--- config.mk ---
export PLATFORM = sky130hd
export DESIGN_NAME = eth_stream_tx
export DESIGN_NICKNAME = d
export VERILOG_FILES = /design/src/rtl/eth_stream_pkg.sv /design/src/rtl/eth_crc_nib.sv /design/src/rtl/eth_hdr_byte.sv /design/src/rtl/eth_fcs_nib.sv /design/src/rtl/eth_stream_tx.sv
export SDC_FILE = /design/constraint.sdc
export NUM_CORES = 1
export LEC_CHECK = 0
export ABC_AREA = 1
export BUFFER_PORTS_ARGS = -buffer_cell sky130_fd_sc_hd__clkbuf_2
export CAP_MARGIN = 20
export CORE_ASPECT_RATIO = 1.4
export CORE_MARGIN = 2
export CORE_UTILIZATION = 50
export CTS_BUF_LIST = sky130_fd_sc_hd__clkbuf_2 sky130_fd_sc_hd__clkbuf_4 sky130_fd_sc_hd__clkbuf_8
export CTS_CLUSTER_DIAMETER = 100
export CTS_CLUSTER_SIZE = 24
export DETAILED_ROUTE_END_ITERATION = 12
export HOLD_SLACK_MARGIN = 0.03
export PLACE_DENSITY = 0.72
export SYNTH_ARGS = -nofsm -noshare
export SYNTH_HDL_FRONTEND = slang
export SYNTH_SLANG_ARGS = --single-unit
--- constraint.sdc ---
create_clock -name clk -period 7.7 [get_ports clk]
set_clock_uncertainty 0.2 [all_clocks]
set_input_delay 0.385 -clock clk [delete_from_list [all_inputs] [get_ports clk]]
set_output_delay 0.385 -clock clk [all_outputs]
set_load 0.02 [all_outputs]
--- src/rtl/eth_stream_pkg.sv ---
package eth_stream_pkg;

    typedef enum logic [2:0] {
        ST_IDLE,
        ST_PRE,
        ST_HDR,
        ST_PAY,
        ST_FCS,
        ST_GAP
    } tx_state_e;

    localparam logic [7:0]  PRE_BYTE      = 8'h55;
    localparam logic [7:0]  SFD_BYTE      = 8'hD5;
    localparam int          PRE_BYTES     = 8;
    localparam int          HDR_BYTES     = 14;
    localparam int          FCS_NIBS      = 8;
    localparam logic [31:0] CRC_SEED      = 32'hFFFF_FFFF;
    localparam logic [31:0] CRC_POLY_REFL = 32'hEDB8_8320;

endpackage

--- src/rtl/eth_crc_nib.sv ---
module eth_crc_nib (
    input  logic [31:0] crc_in,
    input  logic [3:0]  nib,
    output logic [31:0] crc_out
);
    import eth_stream_pkg::*;

    always_comb begin
        logic [31:0] c;
        logic        fb;
        c = crc_in;
        for (int i = 0; i < 4; i++) begin
            fb = c[0] ^ nib[i];
            c  = c >> 1;
            if (fb) begin
                c = c ^ CRC_POLY_REFL;
            end
        end
        crc_out = c;
    end
endmodule

--- src/rtl/eth_hdr_byte.sv ---
module eth_hdr_byte (
    input  logic [3:0]  idx,
    input  logic [47:0] src_mac,
    input  logic [15:0] ethertype,
    output logic [7:0]  hdr_byte
);
    logic [7:0] src_bytes [6];

    for (genvar g = 0; g < 6; g++) begin : g_src
        assign src_bytes[g] = src_mac[47 - 8*g -: 8];
    end

    always_comb begin
        if (idx < 4'd6) begin
            hdr_byte = 8'hFF;
        end else if (idx < 4'd12) begin
            hdr_byte = src_bytes[3'(idx - 4'd6)];
        end else if (idx == 4'd12) begin
            hdr_byte = ethertype[15:8];
        end else begin
            hdr_byte = ethertype[7:0];
        end
    end
endmodule

--- src/rtl/eth_fcs_nib.sv ---
module eth_fcs_nib (
    input  logic [31:0] crc,
    input  logic [2:0]  sel,
    input  logic        corrupt,
    output logic [3:0]  nib
);
    logic [3:0] raw;

    assign raw = crc[4*sel +: 4];
    assign nib = corrupt ? raw : ~raw;
endmodule

--- src/rtl/eth_stream_tx.sv ---
module eth_stream_tx #(
    parameter int PAYLOAD_LEN = 46,
    parameter int IFG_CLKS    = 24,
    parameter int LVL_W       = 12
) (
    input  logic              clk,
    input  logic              rst_n,
    input  logic [LVL_W-1:0]  fifo_level,
    input  logic [7:0]        fifo_data,
    input  logic              fifo_empty,
    output logic              fifo_rd,
    input  logic [47:0]       cfg_src_mac,
    input  logic [15:0]       cfg_ethertype,
    output logic [3:0]        mii_txd,
    output logic              mii_tx_en,
    output logic              err_underflow
);
    import eth_stream_pkg::*;

    localparam int CNT_MAX = (PAYLOAD_LEN > IFG_CLKS) ? PAYLOAD_LEN : IFG_CLKS;
    localparam int CNT_W   = $clog2(CNT_MAX + HDR_BYTES + 1);

    localparam logic [CNT_W-1:0] PRE_LAST = CNT_W'(PRE_BYTES - 1);
    localparam logic [CNT_W-1:0] HDR_LAST = CNT_W'(HDR_BYTES - 1);
    localparam logic [CNT_W-1:0] PAY_LAST = CNT_W'(PAYLOAD_LEN - 1);
    localparam logic [CNT_W-1:0] FCS_LAST = CNT_W'(FCS_NIBS - 1);
    localparam logic [CNT_W-1:0] GAP_LAST = CNT_W'(IFG_CLKS - 1);
    localparam logic [LVL_W-1:0] LVL_NEED = LVL_W'(PAYLOAD_LEN);

    typedef struct packed {
        tx_state_e        st;
        logic [CNT_W-1:0] cnt;
        logic             ph;
        logic [7:0]       hold;
        logic [31:0]      crc;
        logic [3:0]       txd;
        logic             txen;
        logic             err;
        logic             bad;
    } tx_regs_t;

    tx_regs_t cur_q, nxt_d;

    logic [7:0]  hdr_b;
    logic [7:0]  src_b;
    logic [3:0]  nib_out;
    logic [31:0] crc_upd;
    logic [3:0]  fcs_n;
    logic        rd_d;

    eth_hdr_byte u_hdr (
        .idx       (cur_q.cnt[3:0]),
        .src_mac   (cfg_src_mac),
        .ethertype (cfg_ethertype),
        .hdr_byte  (hdr_b)
    );

    eth_crc_nib u_crc (
        .crc_in  (cur_q.crc),
        .nib     (nib_out),
        .crc_out (crc_upd)
    );

    eth_fcs_nib u_fcs (
        .crc     (cur_q.crc),
        .sel     (cur_q.cnt[2:0]),
        .corrupt (cur_q.bad),
        .nib     (fcs_n)
    );

    // Byte source for the nibble-serialised sections of the frame.
    always_comb begin
        case (cur_q.st)
            ST_PRE:  src_b = (cur_q.cnt == PRE_LAST) ? SFD_BYTE : PRE_BYTE;
            ST_HDR:  src_b = hdr_b;
            ST_PAY:  src_b = fifo_empty ? 8'h00 : fifo_data;
            default: src_b = 8'h00;
        endcase
    end

    // Low nibble comes from the live byte, high nibble from the held copy.
    assign nib_out = cur_q.ph ? cur_q.hold[7:4] : src_b[3:0];

    always_comb begin
        nxt_d = cur_q;
        rd_d  = 1'b0;

        case (cur_q.st)
            ST_IDLE: begin
                nxt_d.txen = 1'b0;
                nxt_d.txd  = 4'h0;
                if (fifo_level >= LVL_NEED) begin
                    nxt_d.st  = ST_PRE;
                    nxt_d.cnt = '0;
                    nxt_d.ph  = 1'b0;
                    nxt_d.bad = 1'b0;
                end
            end

            ST_PRE, ST_HDR, ST_PAY: begin
                nxt_d.txen = 1'b1;
                nxt_d.txd  = nib_out;
                nxt_d.ph   = ~cur_q.ph;
                if (cur_q.st != ST_PRE) begin
                    nxt_d.crc = crc_upd;
                end
                if (!cur_q.ph) begin
                    nxt_d.hold = src_b;
                    if (cur_q.st == ST_PAY) begin
                        if (fifo_empty) begin
                            nxt_d.err = 1'b1;
                            nxt_d.bad = 1'b1;
                        end else begin
                            rd_d = 1'b1;
                        end
                    end
                end else begin
                    nxt_d.cnt = cur_q.cnt + 1'b1;
                    case (cur_q.st)
                        ST_PRE: begin
                            if (cur_q.cnt == PRE_LAST) begin
                                nxt_d.st  = ST_HDR;
                                nxt_d.cnt = '0;
                                nxt_d.crc = CRC_SEED;
                            end
                        end
                        ST_HDR: begin
                            if (cur_q.cnt == HDR_LAST) begin
                                nxt_d.st  = ST_PAY;
                                nxt_d.cnt = '0;
                            end
                        end
                        default: begin
                            if (cur_q.cnt == PAY_LAST) begin
                                nxt_d.st  = ST_FCS;
                                nxt_d.cnt = '0;
                            end
                        end
                    endcase
                end
            end

            ST_FCS: begin
                nxt_d.txen = 1'b1;
                nxt_d.txd  = fcs_n;
                nxt_d.cnt  = cur_q.cnt + 1'b1;
                if (cur_q.cnt == FCS_LAST) begin
                    nxt_d.st  = ST_GAP;
                    nxt_d.cnt = '0;
                end
            end

            ST_GAP: begin
                nxt_d.txen = 1'b0;
                nxt_d.txd  = 4'h0;
                nxt_d.cnt  = cur_q.cnt + 1'b1;
                if (cur_q.cnt == GAP_LAST) begin
                    nxt_d.st  = ST_IDLE;
                    nxt_d.cnt = '0;
                end
            end

            default: begin
                nxt_d.st = ST_IDLE;
            end
        endcase
    end

    always_ff @(posedge clk) begin
        if (!rst_n) begin
            cur_q.st   <= ST_IDLE;
            cur_q.cnt  <= '0;
            cur_q.ph   <= 1'b0;
            cur_q.hold <= 8'h00;
            cur_q.crc  <= CRC_SEED;
            cur_q.txd  <= 4'h0;
            cur_q.txen <= 1'b0;
            cur_q.err  <= 1'b0;
            cur_q.bad  <= 1'b0;
        end else begin
            cur_q <= nxt_d;
        end
    end

    assign fifo_rd       = rd_d & rst_n;
    assign mii_txd       = cur_q.txd;
    assign mii_tx_en     = cur_q.txen;
    assign err_underflow = cur_q.err;

endmodule

# After elaboration in Yosys (flattened, before gate mapping)
# Index checks and enable logic that the tools add are counted.
# W data, S select, Z words.
totals:
  register_bits: 57
  latchBits: 0
  mem_bits_rw: 0
  romBits: 0
  input_bits: 87
  out_inout_bits: 7
  wordCells: 101
  n_memories: 0
classes:
  n_addsub: 2
  mul: 0
  n_div: 0
  magnitude_cmp: 4
  n_eq_ne: 21
  n_shift: 1
  n_mux: 40
  n_bitwise: 12
  reduce_logical: 12
ops:
  columns: ["cell", "n"]
  rows:
  - ["$mux W32", 8]
  - ["$mux W8", 7]
  - ["$not A13 Y14", 4]
  - ["$mux W9", 6]
  - ["$shiftx A32 B6 Y4", 1]
  - ["$bmux W8 S3", 1]
  - ["$pmux W6 S4", 1]
  - ["$pmux W8 S3", 1]
  - ["$pmux W9 S2", 1]
  - ["$pmux W5 S3", 1]
  - ["$ne A2 B2 Y1 const B", 7]
  - ["$ge A12 B6 Y1 const B", 1]
  - ["$pmux W3 S4", 1]
  - ["$mux W10", 1]
  - ["$mux W1", 8]
  - ["$mux W4", 2]
  - ["$reduce_and A7 Y1", 1]
  - ["$add A6 B1 Y6 const B", 1]
  - ["$eq A3 B2 Y1 const B", 2]
  - ["$eq A3 B3 Y1 const B", 2]
  - ["$eq A6 B3 Y1 const B", 1]
  - ["$eq A6 B4 Y1 const B", 1]
  - ["$eq A6 B5 Y1 const B", 1]
  - ["$eq A6 B6 Y1 const B", 1]
  - ["25 further kinds", 31]

# Longest topological paths before layout
# Gate-level depths: netlist (run 1).
depth:
  word_depth: 21
  mapped_depth: 23
  depth_no_buf: 22

# Cells and area by module
# Synthesis (run 1) repeated with hierarchy kept, for this count alone.
unflattened:
  hier_cells: 849
  hier_area_um2: 4754.6
by_module_without_submodules:
  columns: ["module", "n_inst", "cells_per_inst", "area_each_um2", "seq_area_each_um2"]
  rows:
  - ["eth_stream_tx", 1, 382, 2493.6, 1061.0]
  - ["eth_hdr_byte", 1, 187, 882.1, 0.0]
  - ["eth_crc_nib", 1, 176, 823.3, 0.0]
  - ["eth_fcs_nib", 1, 104, 555.5, 0.0]

# Worst setup path after synthesis (run 1)
# Ideal clock, no wire load.
synth_timing:
  kind: "register to register"
  start: "register cur_q[49] (netlist name)"
  end: "register, netlist name cur_q[13]"
  setup_ns: 0.126
  arrival_time_ns: 2.503
  required_ns: 7.374
  slack_ns: 4.872
  stages_incl_launch_ff: 23
  path_buffers: 2
  synth_period_minus_slack_ns: 2.828
  path_cell_list: "dfxtp_1 > inv_2 > clkbuf_1 > ha_1 > buf_2 > nor2_4 > o211ai_2 > nand2_1 > nand2_1 > nand2_1 > nand2_1 > nand3_2 > nand2_1 > nand2_2 > nand2_4 > inv_2 > nand2_1 > nand2_2 > nand2_1 > nand3_1 > nand2_1 > nand2_1 > nand2_1"
synth_between:
  elab_chain_cells: 19
  word_cells_on_any_way: 25
  classes_between: "1 x add/sub; 2 x order compare; 2 x eq/ne; 16 x mux; 4 x bitwise"
synth_rtl:
  columns: ["item", "line", "source"]
  rows:
  - ["start, declared", "eth_stream_tx.sv:42", "tx_regs_t cur_q, nxt_d;"]
  - ["start signal, assigned", "eth_stream_tx.sv:181", "cur_q <= nxt_d;"]
  - ["$sub A3 B3 Y3", "eth_hdr_byte.sv:17", "hdr_byte = src_bytes[3'(idx - 4'd6)];"]
  - ["$not A3 Y4 (not written as such)", "eth_hdr_byte.sv:17", null]
  - ["$bmux W8 S3", "eth_hdr_byte.sv:17", null]
  - ["$mux W8 (not written as such) (2 in series)", "eth_hdr_byte.sv:17", null]
  - ["$mux W8", "eth_hdr_byte.sv:16", "end else if (idx < 4'd12) begin"]
  - ["$mux W8", "eth_hdr_byte.sv:14", "if (idx < 4'd6) begin"]
  - ["$pmux W8 S3", "eth_stream_tx.sv:73", "case (cur_q.st)"]
  - ["$mux W4", "eth_stream_tx.sv:82", "assign nib_out = cur_q.ph ? cur_q.hold[7:4] : src_b[3:0];"]
  - ["$xor A1 B1 Y1", "eth_crc_nib.sv:13", "fb = c[0] ^ nib[i];"]
  - ["$mux W32", "eth_crc_nib.sv:15", "if (fb) begin"]
  - ["$not A13 Y14 (no line)", null, null]
  - ["$mux W32 (3 in series)", "eth_crc_nib.sv:15", null]
  - ["$mux W32", "eth_stream_tx.sv:104", "if (cur_q.st != ST_PRE) begin"]
  - ["$mux W32", "eth_stream_tx.sv:121", "if (cur_q.cnt == PRE_LAST) begin"]
  - ["$mux W32", "eth_stream_tx.sv:119", "case (cur_q.st)"]
  - ["$mux W32 (*)", "eth_stream_tx.sv:107", "if (!cur_q.ph) begin"]
# Mark *: on every way between the ends. The rest lies on a longest branch, timed or not. The select of a mux whose other input is x is not followed.
# A chain may end at the register's enable or synchronous reset.

# Worst setup path in the final report (run 1)
layout_timing:
  start: "register cur_q[49] (netlist name)"
  end: "register, netlist name cur_q[35]"
layout_between:
  elab_chain_cells: 20
  word_cells_on_any_way: 27
  classes_between: "1 x add/sub; 2 x order compare; 2 x eq/ne; 16 x mux; 6 x bitwise"
layout_rtl:
  columns: ["item", "line"]
  rows:
  - ["$sub A3 B3 Y3", "eth_hdr_byte.sv:17"]
  - ["$not A3 Y4 (not written as such)", "eth_hdr_byte.sv:17"]
  - ["$bmux W8 S3", "eth_hdr_byte.sv:17"]
  - ["$mux W8 (not written as such) (2 in series)", "eth_hdr_byte.sv:17"]
  - ["$mux W8", "eth_hdr_byte.sv:16"]
  - ["$mux W8", "eth_hdr_byte.sv:14"]
  - ["$pmux W8 S3", "eth_stream_tx.sv:73"]
  - ["$mux W4", "eth_stream_tx.sv:82"]
  - ["[... 2 more ...]", null]
  - ["$not A13 Y14 (no line)", null]
  - ["$mux W32", "eth_crc_nib.sv:15"]
  - ["$not A13 Y14 (no line)", null]
  - ["$mux W32 (2 in series)", "eth_crc_nib.sv:15"]
  - ["$mux W32", "eth_stream_tx.sv:104"]
  - ["$mux W32", "eth_stream_tx.sv:121"]
  - ["$mux W32", "eth_stream_tx.sv:119"]
  - ["$mux W32 (*)", "eth_stream_tx.sv:107"]
# Marked as above.

==> results_dict.tcl, run 1 <==
set metrics [dict create \
    ioPinCount 94 \
    maxSlewViolCount 0 \
    die_area_sq_um 9792 \
    fillCellCount 895 \
    powerDensity_nw_per_um2 331.3 \
    finalSetupViolCount 0 \
    finalCritPeriodShare 0.5346 \
    synth_warnings 0 \
    synth_top_flop_cell "dfxtp_1" \
    final_area_sq_um 4995 \
    syn_area_sq_um 4503 \
    port_buffers 92 \
    die_h_microns 116.3 \
    post_cts_buffers 0 \
    drtIter0Drc 334 \
    final_hold_viol_count 0 \
    clk_pin_slew_worst_paths_ns 0.11 \
    r2r_setup_slack_ns 3.58 \
    max-cap-violations 0 \
    clock_latency_ns 0.34 \
    path_max_fanout 23 \
    power.net_switching_mw 0.8916 \
    crit_top_cell "nand2_1" \
    wl_per_cell_microns 14.23 \
    status "finished, final reports clean" \
    arrival_ns 4.15 \
    rows 41 \
    syn2layout_area_growth_pct 10.92 \
    worst-setup-path-type "register to register" \
    num_vias 5268 \
    routed_wirelength_microns 13500 \
    gp_congestion 0.8691 \
    grtUsageTotal 0.2792 \
    die_w_microns 84.21 \
    synth.avg_cell_area_sq_um 5.773 \
    worst_pin_slew_ns 1.013 \
    synth_seq_cells 53 \
    internal-power_mw 0.7632 \
    cts_hold_buf 0 \
    drc 0 \
    syn-num-nets 871 \
    fin_tns_setup_ns 0 \
    syn_inst 780 \
    grt_overflow_total 0 \
    dp_hpwl_microns 9689 \
    ctsRootBufferMaster "clkbuf_8" \
    nNetsFinal 932 \
    synth_top_area_share 0.2356 \
    layout-drive-gt1-share 0.1698 \
    worstSetupEndpointType "register" \
    hp-class "input pin to register" \
    initial_core_util 0.5074 \
    vias_per_cell 5.551 \
    p_sw_frac 0.5388 \
    coreArea_sq_um 8875 \
    cts_resized 0 \
    fin_crit_ns 4.117 \
    synth.largest_area_cell "dfxtp_1" \
    grt_max_degree 47 \
    power_frac_seq 0.265 \
    synth_area_leaders "dfxtp_1, nand2_1, o21ai_0" \
    grt_pass1_vias 4793 \
    relSlewSlack 0.3227 \
    slowest_stage "dfxtp_1" \
    tritoncts "built" \
    antenna_found_initial 0 \
    cts_buffers 5 \
    startpoint_type "register" \
    cts.sinks 53 \
    grt_pass1_wl_microns 22350 \
    p_comb_frac 0.630 \
    rsz0062_at_grt "no" \
    synth-seq-area-share 0.2356 \
    fmax_mhz 242.9 \
    ir_drop_mv 0.1654 \
    required_ns 7.73 \
    p_leak_nw 2.635 \
    dpl_cell_area_sq_um 4905 \
    slowest_delay_ns 0.96 \
    cts_max_level 2 \
    synthArstFlopShare 0 \
    drtAntennaViolNets 0 \
    p_total_mw 1.655 \
    clockPowerShare 0.104 \
    synth-edff-count 0 \
    dr.pass1.iters 5 \
    clockBufferDepth 2 \
    synth_cell_type_count 41 \
    crit_path_cell_trace "inv_2, ha_1, nor2_4, o21a_1, o21ai_0, nand2_1, nand2_1, nand3_1, nand2_1, nand3_2, nand3_1, nand2_2, nand2_1, nand2_2, nand2_1, nand3_1, nand2_1, nand2_1, nand2_1" \
    antenna_cells 0 \
]
[cells in the mapped netlist, types with 2 or more instances]
master and count:
nand3_2 3, nor3_1 5, nor2_2 4, o21ai_0 84, buf_4 8, nor4_1 3
nand3b_1 2, o21a_1 5, buf_2 7, a31oi_1 7, nand4_1 10, nor2_4 3
nand2_2 10, o2111ai_1 2, a21oi_1 48, ha_1 4, buf_1 4, inv_2 8
clkbuf_1 19, o31ai_1 2, xor2_1 7, inv_1 77, nand2_1 255, nor2_1 43
o22ai_1 6, nand2_4 3, o211ai_1 16, o21ai_1 6, dfxtp_1 53, nand3_1 59
or2_2 5, buf_6 3
[sequential cells by signal (all words and copies together) (netlist names)]
register,count
mii_txd,4
err_underflow,1
cur_q,47
mii_tx_en,1
[metrics by stage]
stage          utilization  hold slack (ns)  setup slack [ns]  instances
6_report            0.5628          0.09122             3.583        949
5_1_grt             0.5628           0.1121             3.272        949
4_1_cts             0.5628          0.09008             3.656        949
3_5_place_dp        0.5527           0.2427             3.666        941
3_3_place_gp        0.5527           0.2396             3.708        941
2_1_floorplan            -           0.2404             4.872        780
[power groups by stage]
stage               registers, mW  clock network, mW  logic [mW]
floorplan                   0.423                  0       0.818
global placement            0.438                  0        1.00
detailed placement          0.444                  0        1.03
CTS                         0.437              0.176        1.03
global route                0.453              0.185        1.19
finish                      0.439              0.173        1.04
[layout make-up]
class	instances	area, sq um	share of cell area
Multi-Input combinational cell	600	2904	0.5814
Sequential cell	53	1061	0.2124
Timing Repair Buffer	95	483.0	0.09669
Inverter	86	322.8	0.06463
Tap cell	107	133.9	0.02680
Clock buffer	5	68.82	0.01378
Clock inverter	3	21.27	0.004259
[path summary, 6_finish.rpt]
path / from / end / depth (start not counted)
max: cur_q[49] / cur_q[35] / 19
min: fifo_data[4] / cur_q[43] / 3
max reg2reg: cur_q[49] / cur_q[35] / 19
min reg2reg: err_underflow / err_underflow / 2
[logic make-up (layout without fill, tap and decap cells)]
logic type      Yosys count  count (layout)  share of synthesized area
simple gates            407             407                     0.3943
compound gates          182             182                     0.2259
buf+inv                 127             189                     0.1195
flops                    53              53                     0.2356
xor+xnor                  7               7                    0.01362
fa+ha+maj                 4               4                    0.01111
[metal layers]
| metal | track usage | vias to the layer above | part of all wire |
|---|---|---|---|
| met5 | 0 | - | 0 |
| met4 | 0.1204 | 0 | 0.032 |
| met3 | 0.02968 | 30 | 0.057 |
| met2 | 0.5106 | 189 | 0.51 |
| met1 | 0.3309 | 2369 | 0.40 |
| li1 | - | 2680 | - |
[critical path: cells and delay by family (launching register included)]
family                     cells  cell delay [ns]
AOI/OAI and AO/OA              2             0.21
adders and majority gates      1             0.54
buffers and inverters          1             0.41
DFF                            1             0.96
and+or+nand+nor               15             1.69
[cells in the final DEF (no fill, tap or decap), types with 2 or more instances in the layout]
cell type / instances
nor4_1: 3
nand4_1: 10
nor3_1: 5
o21ai_1: 6
nor2_1: 43
nand3_2: 3
dfxtp_1: 53
o21ai_0: 84
nand3_1: 59
ha_1: 4
nand2_2: 10
inv_1: 77
inv_2: 8
a31oi_1: 7
o22ai_1: 6
nor2_4: 3
o21a_1: 5
o211ai_1: 16
a21oi_1: 48
o31ai_1: 2
nand3b_1: 2
buf_4: 3
nand2_1: 255
nand2_4: 3
clkbuf_8: 5
or2_2: 5
o2111ai_1: 2
nor2_2: 4
clkbuf_2: 92
xor2_1: 7
Note: power is estimated with default switching activity, not from simulation.
==> run 2: changes to the inputs <==
--- a/config.mk
+++ b/config.mk
@@ -16,7 +16,7 @@
 export CTS_CLUSTER_SIZE = 24
 export DETAILED_ROUTE_END_ITERATION = 12
 export HOLD_SLACK_MARGIN = 0.03
-export PLACE_DENSITY = 0.72
+export PLACE_DENSITY = 0.75
 export SYNTH_ARGS = -nofsm -noshare
 export SYNTH_HDL_FRONTEND = slang
 export SYNTH_SLANG_ARGS = --single-unit
==> constraint.sdc (replaced) <==
create_clock -name clk -period 3.45 [get_ports clk]
set_clock_uncertainty 0.2 [all_clocks]
set_input_delay 0.1725 -clock clk [delete_from_list [all_inputs] [get_ports clk]]
set_output_delay 0.1725 -clock clk [all_outputs]
set_load 0.02 [all_outputs]
==> run 2 against run 1 <==
- core utilization increased by 1.5 points
- global-route usage increased by 0.81 points
- power increased by 130%
- clock power rose to 2.5 times the previous value
- combinational power is 130% higher
- first-iteration DRC count is 27% higher
- via count up 2.0%
- die area stayed put
- sequential share of layout area down 0.56 points
- flip-flop and latch count stayed put
- final area grew 2.7%
==> results_dict.tcl, run 2 (synthesized netlist as in run 1, its figures left out) <==
set metrics [dict create \
    cts_max_level 2 \
    fmax_mhz 331.5 \
    multi_input_area_sq_um 2904 \
    antenna_cells 0 \
    r2r_setup_slack_ns 0.43 \
    tritoncts "built" \
    fin_crit_ns 3.016 \
    largest_reg_flops 47 \
    dp.cells 948 \
    ir_drop_mv 0.3592 \
    grt_pass1_wl_microns 23050 \
    instances_no_fill 962 \
    r2r_cells 17 \
    finalSetupViolCount 0 \
    crit_path_cell_trace "inv_2, ha_1, nor2_4, o211ai_1, a21oi_1, o21ai_1, nand3_1, nand2_1, nand2_1, nand2_2, nand2_1, nand2_1, nand2_1, nand3_1, nand2_1, nand2_1, nand2_1" \
    r2r_end "cur_q[30]" \
    hp-class "input pin to register" \
    wl_per_cell_microns 14.40 \
    coreArea_sq_um 8875 \
    drtIter0Drc 425 \
    die_area_sq_um 9792 \
    powerDensity_nw_per_um2 733.6 \
    rsz0062_at_grt "no" \
    clk_pin_slew_worst_paths_ns 0.10 \
    grtUsageTotal 0.2873 \
    die_h_microns 116.3 \
    dpl_cell_area_sq_um 4957 \
    maxSlewViolCount 0 \
    required_ns 3.53 \
    arrival_ns 3.10 \
    crit_start "cur_q[49]" \
    layout_common_cells "nand2_1, clkbuf_2, o21ai_0" \
    final_common_cell "nand2_1" \
    cts_buffers 5 \
    routed_wirelength_microns 13850 \
    vias_per_cell 5.583 \
    relSlewSlack 0.6018 \
    layout-drive-gt1-share 0.1743 \
    port_buffers 92 \
    initial_core_util 0.5074 \
    drc 0 \
    final_hold_viol_count 0 \
    post_cts_buffers 0 \
    final_area_sq_um 5131 \
    worst_path_dominant_cell_family "simple AND/OR/NAND/NOR gates" \
    status "finished, final reports clean" \
    top_register "cur_q" \
    post-route-util 0.5782 \
    grt_max_degree 47 \
    rr_startpoint "cur_q[49]" \
    rows 41 \
    max-cap-violations 0 \
    clockBufferDepth 2 \
    worstSetupEndpointType "register" \
    grt_overflow_total 0 \
    ioPinCount 94 \
    worst_pin_slew_ns 0.5973 \
    finalCritPeriodShare 0.8743 \
    drtAntennaViolNets 0 \
    grt_pass1_vias 4965 \
    ctsRootBufferMaster "clkbuf_8" \
    nNetsFinal 946 \
    die_w_microns 84.21 \
    num_vias 5371 \
    crit_top_cell "nand2_1" \
    syn2layout_area_growth_pct 13.95 \
    p_total_mw 3.764 \
    regArea_sq_um 1061 \
    startpoint_type "register" \
    fillCellCount 914 \
    slowest_stage "ha_1" \
    clock_latency_ns 0.33 \
    crit_buf_inv 1 \
    worst-setup-path-type "register to register" \
    slowest_delay_ns 0.42 \
    path_max_fanout 10 \
    gp_congestion 0.8722 \
    cts.sinks 53 \
    fin_tns_setup_ns 0 \
    cp_num_cells 17 \
    dr.pass1.iters 5 \
    p_leak_nw 2.702 \
    antenna_found_initial 0 \
    cp-endpoint "cur_q[30]" \
    dp_hpwl_microns 9990 \
]
run 2: routing by layer:
metal	GRT usage	vias to the layer above	routed length (microns)
li1	-	2702	-
met1	0.3351	2427	5357
met5	0	-	0
met4	0.1161	0	426
met2	0.5349	209	7126
met3	0.03180	33	939
run 2: power breakdown:
group	switching (mW)	internal, mW	leakage [nW]	total [mW]
clock	0.225	0.212	0.0540	0.437
combinational	1.59	0.777	2.21	2.36
sequential	0.163	0.802	0.435	0.965
run 2: cell type report:
type,count,share of cell area
multi-input cells,600,0.5660
flip-flops and latches,53,0.2068
repair buffers,109,0.1180
inverters,86,0.06291
well taps,107,0.02609
clock buffers,5,0.01341
clock inverters,2,0.006828
run 2: worst min path at each step:
stage / from / slack (ns) / cells past startpoint / endpoint
detailed placement: fifo_data[6] / 0.24 / 3 / cur_q[45]
CTS: fifo_data[1] / 0.10 / 5 / mii_txd[1]
finish: fifo_data[1] / 0.12 / 5 / mii_txd[1]
global placement: err_underflow / 0.23 / 2 / err_underflow
floorplan: fifo_data[4] / 0.13 / 2 / cur_q[43]
global route: fifo_data[1] / 0.17 / 5 / mii_txd[1]
run 2: tightest hold or removal path, cell delays in order:
cell and delay, ns:
clkbuf_2 0.09, nand2_2 0.06, nand3_2 0.12, nand3_1 0.09
a31oi_1 0.07
run 2: metrics by stage:
step,hold slack (ns),setup slack (ns)
final,0.1150,0.4338
after detailed placement,0.2390,0.4578
after floorplan,0.1340,0.6216
after CTS,0.1046,0.4422
after global placement,0.2325,0.4945
after global routing,0.1673,0.1609
run 2: what timing repair did:
item / 4_1_cts / 5_1_grt
resized for setup: 0 / 0
hold buffers: 7 / 0
endpoints found under the hold margin: 6 / 0
